--- config.mk ---
export PLATFORM = sky130hd
export DESIGN_NAME = spi_regmap_master
export DESIGN_NICKNAME = d
export VERILOG_FILES = /design/src/rtl/spi_regmap_pkg.sv /design/src/rtl/spi_rate_div.sv /design/src/rtl/spi_word_shift.sv /design/src/rtl/spi_regmap_master.sv
export SDC_FILE = /design/constraint.sdc
export NUM_CORES = 1
export LEC_CHECK = 0
export BUFFER_PORTS_ARGS = -buffer_cell sky130_fd_sc_hd__buf_2
export CAP_MARGIN = 30
export CORE_MARGIN = 2
export CORE_UTILIZATION = 38
export DETAILED_ROUTE_END_ITERATION = 6
export HOLD_SLACK_MARGIN = 0.03
export SYNTH_ARGS = -nofsm -noshare
export SYNTH_HDL_FRONTEND = slang
export SYNTH_HIERARCHICAL = 1
export SYNTH_SLANG_ARGS = --single-unit
--- constraint.sdc ---
create_clock -name clk -period 5 [get_ports clk]
set_input_delay 0.75 -clock clk [delete_from_list [all_inputs] [get_ports clk]]
set_output_delay 0.75 -clock clk [all_outputs]
set_load 0.1 [all_outputs]
--- src/rtl/spi_regmap_pkg.sv ---
package spi_regmap_pkg;
  localparam int WORD_BITS = 32;
  localparam int IDX_W     = $clog2(WORD_BITS);

  localparam logic [2:0] A_CFGA = 3'd0;
  localparam logic [2:0] A_CFGB = 3'd1;
  localparam logic [2:0] A_D0   = 3'd2;
  localparam logic [2:0] A_D1   = 3'd3;
  localparam logic [2:0] A_D2   = 3'd4;
  localparam logic [2:0] A_D3   = 3'd5;

  typedef struct packed {
    logic       cpol;
    logic       cpha;
    logic [1:0] len;
    logic       man_sel;
    logic [2:0] sel;
  } cfg_a_t;

  typedef struct packed {
    logic [1:0] irq_sel;
    logic [1:0] rate;
    logic       irq_en;
    logic       lsb_first;
  } cfg_b_t;
endpackage

--- src/rtl/spi_rate_div.sv ---
module spi_rate_div #(
  parameter  int HALF_MIN = 1,
  localparam int LIM_MAX  = HALF_MIN * 8,
  localparam int CW       = $clog2(LIM_MAX + 1)
) (
  input  logic       clk,
  input  logic       rst,
  input  logic       run,
  input  logic [1:0] rate,
  output logic       tick
);
  logic [CW-1:0] cnt;
  logic [CW-1:0] lim;

  always_comb begin
    lim  = CW'(HALF_MIN << (3 - int'(rate)));
    tick = run && (cnt == CW'(lim - 1'b1));
  end

  always_ff @(posedge clk) begin
    if (rst || !run) cnt <= '0;
    else if (tick)   cnt <= '0;
    else             cnt <= cnt + 1'b1;
  end
endmodule

--- src/rtl/spi_word_shift.sv ---
module spi_word_shift #(
  parameter  int W  = 32,
  localparam int IW = $clog2(W)
) (
  input  logic [W-1:0]  word,
  input  logic [IW-1:0] top_idx,
  input  logic          lsb_first,
  input  logic          in_bit,
  output logic          out_bit,
  output logic          follow_bit,
  output logic [W-1:0]  next_word
);
  always_comb begin
    for (int i = 0; i < W; i++) begin
      if (i > int'(top_idx))
        next_word[i] = word[i];
      else if (lsb_first)
        next_word[i] = (i == int'(top_idx)) ? in_bit : word[(i + 1) % W];
      else
        next_word[i] = (i == 0) ? in_bit : word[(i + W - 1) % W];
    end
    out_bit    = lsb_first ? word[0] : word[top_idx];
    follow_bit = lsb_first ? word[1] : word[top_idx - 1'b1];
  end
endmodule

--- src/rtl/spi_regmap_master.sv ---
module spi_regmap_master
  import spi_regmap_pkg::*;
#(
  parameter int HALF_MIN = 1,
  parameter int NUM_SS   = 8,
  parameter int NUM_IRQ  = 4
) (
  input  logic               clk,
  input  logic               rst,
  input  logic               host_wr,
  input  logic [2:0]         host_addr,
  input  logic [7:0]         host_wdata,
  output logic [7:0]         host_rdata,
  output logic               sclk,
  output logic               mosi,
  input  logic               miso,
  output logic [NUM_SS-1:0]  ss_n,
  input  logic               slave_int,
  output logic [NUM_IRQ-1:0] irq
);
  localparam int W = WORD_BITS;

  cfg_a_t         ctl1;
  cfg_b_t         ctl2;
  logic           busy;
  logic           int_q;
  logic [W-1:0]   word;
  logic           rx_q;
  logic [5:0]     edge_cnt;
  logic           sclk_q, mosi_q;
  logic [7:0]     rdata_q;
  logic [NUM_IRQ-1:0] irq_q;

  logic           wr_ok, trig, tick, last_edge, in_bit;
  logic [W-1:0]   word_src, next_word;
  logic [IDX_W-1:0] top_idx;
  logic           out_bit, follow_bit;

  always_comb begin
    wr_ok     = host_wr && !busy;
    trig      = wr_ok && (host_addr == A_D3);
    top_idx   = {ctl1.len, 3'b111};
    last_edge = (edge_cnt == {ctl1.len, 4'hF});
    word_src  = trig ? {host_wdata, word[W-9:0]} : word;
    in_bit    = ctl1.cpha ? miso : rx_q;
  end

  spi_rate_div #(.HALF_MIN(HALF_MIN)) u_div (
    .clk(clk), .rst(rst), .run(busy), .rate(ctl2.rate), .tick(tick)
  );

  spi_word_shift #(.W(W)) u_shift (
    .word(word_src), .top_idx(top_idx), .lsb_first(ctl2.lsb_first),
    .in_bit(in_bit), .out_bit(out_bit), .follow_bit(follow_bit),
    .next_word(next_word)
  );

  always_ff @(posedge clk) begin
    if (rst) begin
      ctl1     <= '0;
      ctl2     <= '0;
      busy     <= 1'b0;
      word     <= '0;
      rx_q     <= 1'b0;
      edge_cnt <= '0;
      sclk_q   <= 1'b0;
      mosi_q   <= 1'b0;
    end else if (wr_ok) begin
      case (host_addr)
        A_CFGA: ctl1 <= cfg_a_t'(host_wdata);
        A_CFGB: ctl2 <= cfg_b_t'(host_wdata[7:2]);
        A_D0:   word[7:0]   <= host_wdata;
        A_D1:   word[15:8]  <= host_wdata;
        A_D2:   word[23:16] <= host_wdata;
        A_D3:   word[31:24] <= host_wdata;
        default: ;
      endcase
      if (trig) begin
        busy     <= 1'b1;
        edge_cnt <= '0;
        mosi_q   <= out_bit;
      end
      sclk_q <= (host_addr == A_CFGA) ? host_wdata[7] : ctl1.cpol;
    end else if (busy) begin
      if (tick) begin
        sclk_q   <= ~sclk_q;
        edge_cnt <= edge_cnt + 1'b1;
        if (!edge_cnt[0]) begin
          if (!ctl1.cpha) rx_q   <= miso;
          else            mosi_q <= out_bit;
        end else begin
          word <= next_word;
          if (!ctl1.cpha && !last_edge) mosi_q <= follow_bit;
        end
        if (last_edge) busy <= 1'b0;
      end
    end else begin
      sclk_q <= ctl1.cpol;
    end
  end

  always_ff @(posedge clk) begin
    if (rst) begin
      int_q   <= 1'b0;
      irq_q   <= '0;
      rdata_q <= '0;
    end else begin
      int_q <= slave_int;
      for (int j = 0; j < NUM_IRQ; j++)
        irq_q[j] <= ctl2.irq_en && int_q && (ctl2.irq_sel == 2'(j));
      case (host_addr)
        A_CFGA:  rdata_q <= ctl1;
        A_CFGB:  rdata_q <= {ctl2, int_q, busy};
        A_D0:    rdata_q <= word[7:0];
        A_D1:    rdata_q <= word[15:8];
        A_D2:    rdata_q <= word[23:16];
        A_D3:    rdata_q <= word[31:24];
        default: rdata_q <= '0;
      endcase
    end
  end

  generate
    for (genvar k = 0; k < NUM_SS; k++) begin : g_sel
      assign ss_n[k] = !((ctl1.man_sel || busy) && (ctl1.sel == 3'(k)));
    end
  endgenerate

  assign sclk       = sclk_q;
  assign mosi       = mosi_q;
  assign irq        = irq_q;
  assign host_rdata = rdata_q;
endmodule

==> flow_summary.ini <==
[synthesis]
yosys.area.top_type_share = 0.2498
avgSynthCellArea_um2 = 8.068
synth_cell_type_count = 62
synthCells = 725
synth_area_um2 = 5849
synth-edff-count = 0
yosys-top-cells-count = nor2_1, dfxtp_1, a21oi_1, mux2i_1, nand2_1
synth_seq_area_share = 0.2498
netlist_top_cells_area = dfxtp_1, mux2i_1, nor2_1
ys_ff_latch = 73
ys.flop_type = dfxtp_1
synth.largest_area_cell = dfxtp_1
yosysMostFrequentCell = nor2_1
yosysWarningCount = 6
ys_async_sr_fraction = 0

[die]
core_um2 = 15150
std_cell_rows = 45
die_w_um = 128.1
die_area_um2 = 16400
pin_count = 38
start_util = 0.3862
die_h_um = 128.1

[pwr]
p_leak_nw = 2.379
power_w = 0.001514
max-vdd-ir-drop_mv = 0.1458
power_density_nw_per_um2 = 238.9

[critical_path]
critPathLaunch = host_addr[1]
r2r_cells = 10
worstPathCellList = buf_2 -> and3b_1 -> nand2_1 -> mux2_2 -> mux4_1 -> mux4_2 -> and2_0 -> o31a_1 -> o21ai_0 -> o311a_1 -> nor3_1
cp_num_buf_inv = 1
cp.required_ps = 5200
cp_data_arrival_time_ps = 3740
cp_slowest_cell = mux4_1
r2r_start = busy
endpoint = mosi
rrSetupSlack_ps = 1690
cp_num_cells = 11
cp-end-kind = flip-flop
cp_max_fo = 14
cp_slowest_stage_delay_ps = 490
cp-start-kind = input pin
timing_worst_setup_path_type = in -> reg
timing.rr.end = mosi
crit_family = multiplexers

[placed_design]
hpwl_mm = 13.70
pre_cts_slack_ps = 1143
port_buffers = 37
place_congestion = 0.9858

[routing]
vias_per_cell = 6.214
postRouteAntennaNets = 0
drc = 15
wire_per_inst_um = 21.37
wl_mm = 19.62
drtIter0Drc = 580
num_vias = 5704
drt_first_pass_iters = 7

[cts]
cts_buffer_depth = 2
clk_latency_ps = 350
numCtsBuffers = 9
cts-root-buf = clkbuf_16
cts_hold_buf = 0
cts_resized = 0
clk_pin_slew_ps = 60
cts_setup_buffers = 0
htree_num_levels = 3
cts_tree = built
clock_sinks = 73

[timing]
drv_slew = 0
fin_setup_tns_ps = 0
tightest_slew_ps = 1000
finalSetupViolCount = 0
grt_setup_unrepaired = false
finClkSkew_ps = 5.819
slew-limit-headroom = 0.3308
fin_crit_ps = 3546
fmax_ghz = 0.2820
final_hold_viol_count = 0
setup_ws_ps = 1454
finalCritPeriodShare = 0.7093

[min_path]
holdCritPathClass = reg -> reg

[layout]
antennaDiodeCount = 0
drive_gt1_frac = 0.1630
final-seq-area_um2 = 1463
multi_input_area_um2 = 4103
nFillCells = 1516
final_nets = 748
syn_to_final_growth_pct = 8.342

[flow_run]
cap_violations = 0

[outcome]
status = complete, but fails checks
violations = design-rule violations

[grt]
antenna_found_initial = 0
grt_pass1_vias = 5318
globalRoute.totalOverflow = 0
grt_usage = 0.2434
grt_pass1_wl_mm = 30.60
grt_max_degree = 49
-- metal layers --
| layer | vias up | global-route usage | share of wire |
|---|---|---|---|
| met1 | 2750 | 0.3386 | 0.44 |
| met5 | - | 0 | 0 |
| met2 | 246 | 0.3718 | 0.45 |
| met4 | 0 | 0.09050 | 0.033 |
| met3 | 49 | 0.05134 | 0.075 |
| li1 | 2659 | - | - |
-- flip-flops by register name, summed over array words and instances (netlist names), 4 cells and up --
register,count
ctl1,8
ctl2,6
edge_cnt,6
host_rdata,8
irq,4
u_div/cnt,4
word,32
-- how the worst min path moves through the flow --
stage / startpoint / endpoint / cells after the start
after global routing: int_q / irq[0] / 2
after floorplan: int_q / irq[0] / 2
final: int_q / irq[0] / 2
after CTS: edge_cnt[1] / edge_cnt[1] / 2
after detailed placement: edge_cnt[1] / edge_cnt[1] / 2
after global placement: rx_q / rx_q / 2
-- per-stage QoR --
step / cells / util / cell area (um2) / hold slack (ps)
final: 918 / 0.4184 / 6337 / 497.9
after global routing: 918 / 0.4184 / 6337 / 520.6
after CTS: 918 / 0.4184 / 6337 / 497.6
after detailed placement: 903 / 0.4007 / 6068 / 489.4
after global placement: 903 / 0.4007 / 6068 / 474.0
after floorplan: 734 / - / 5883 / 440.9
-- layout by cell type (no fill, tap or decap), types with 6 or more instances in the layout --
cell type / count
mux4_2: 15
buf_4: 6
a21oi_1: 63
clkbuf_16: 9
o21ai_0: 18
a221oi_1: 11
nor3_1: 12
mux2_2: 30
nand2_1: 48
nor2_1: 119
a22oi_1: 6
a211oi_1: 47
buf_2: 37
mux2i_1: 52
conb_1: 10
nand3_1: 24
a21o_1: 12
nand2b_1: 11
xnor2_1: 9
and2_1: 14
ha_1: 6
dfxtp_1: 72
nor2b_1: 13
inv_1: 9
-- cell families after synthesis --
logic type / share of synthesized area
other: 0.0006411
muxes: 0.2225
and+or+nand+nor: 0.2135
DFF: 0.2498
xor gates and xnor gates: 0.01947
buffers and inverters: 0.05497
adders and majority gates: 0.01283
AOI/OAI and AO/OA: 0.2263
-- power breakdown --
| part | switching (W) | internal (W) |
|---|---|---|
| clock | 0.000276 | 0.000335 |
| combinational | 0.000182 | 0.0000943 |
| sequential | 0.0000295 | 0.000597 |
| total | 0.000488 | 0.00103 |
-- final cells by class --
cell class	count	share of cell area
clock buffers	9	0.03554
clock inverters	6	0.006910
inverters	10	0.005923
multi-input cells	589	0.6474
flip-flops and latches	73	0.2308
well taps	188	0.03712
repair buffers	43	0.03633
-- worst min-delay path, stage by stage (launching register included) --
cell     delay, ps
dfxtp_1        340
nand2_1         80
nor4_1          40
(Power assumes the default switching activity.)
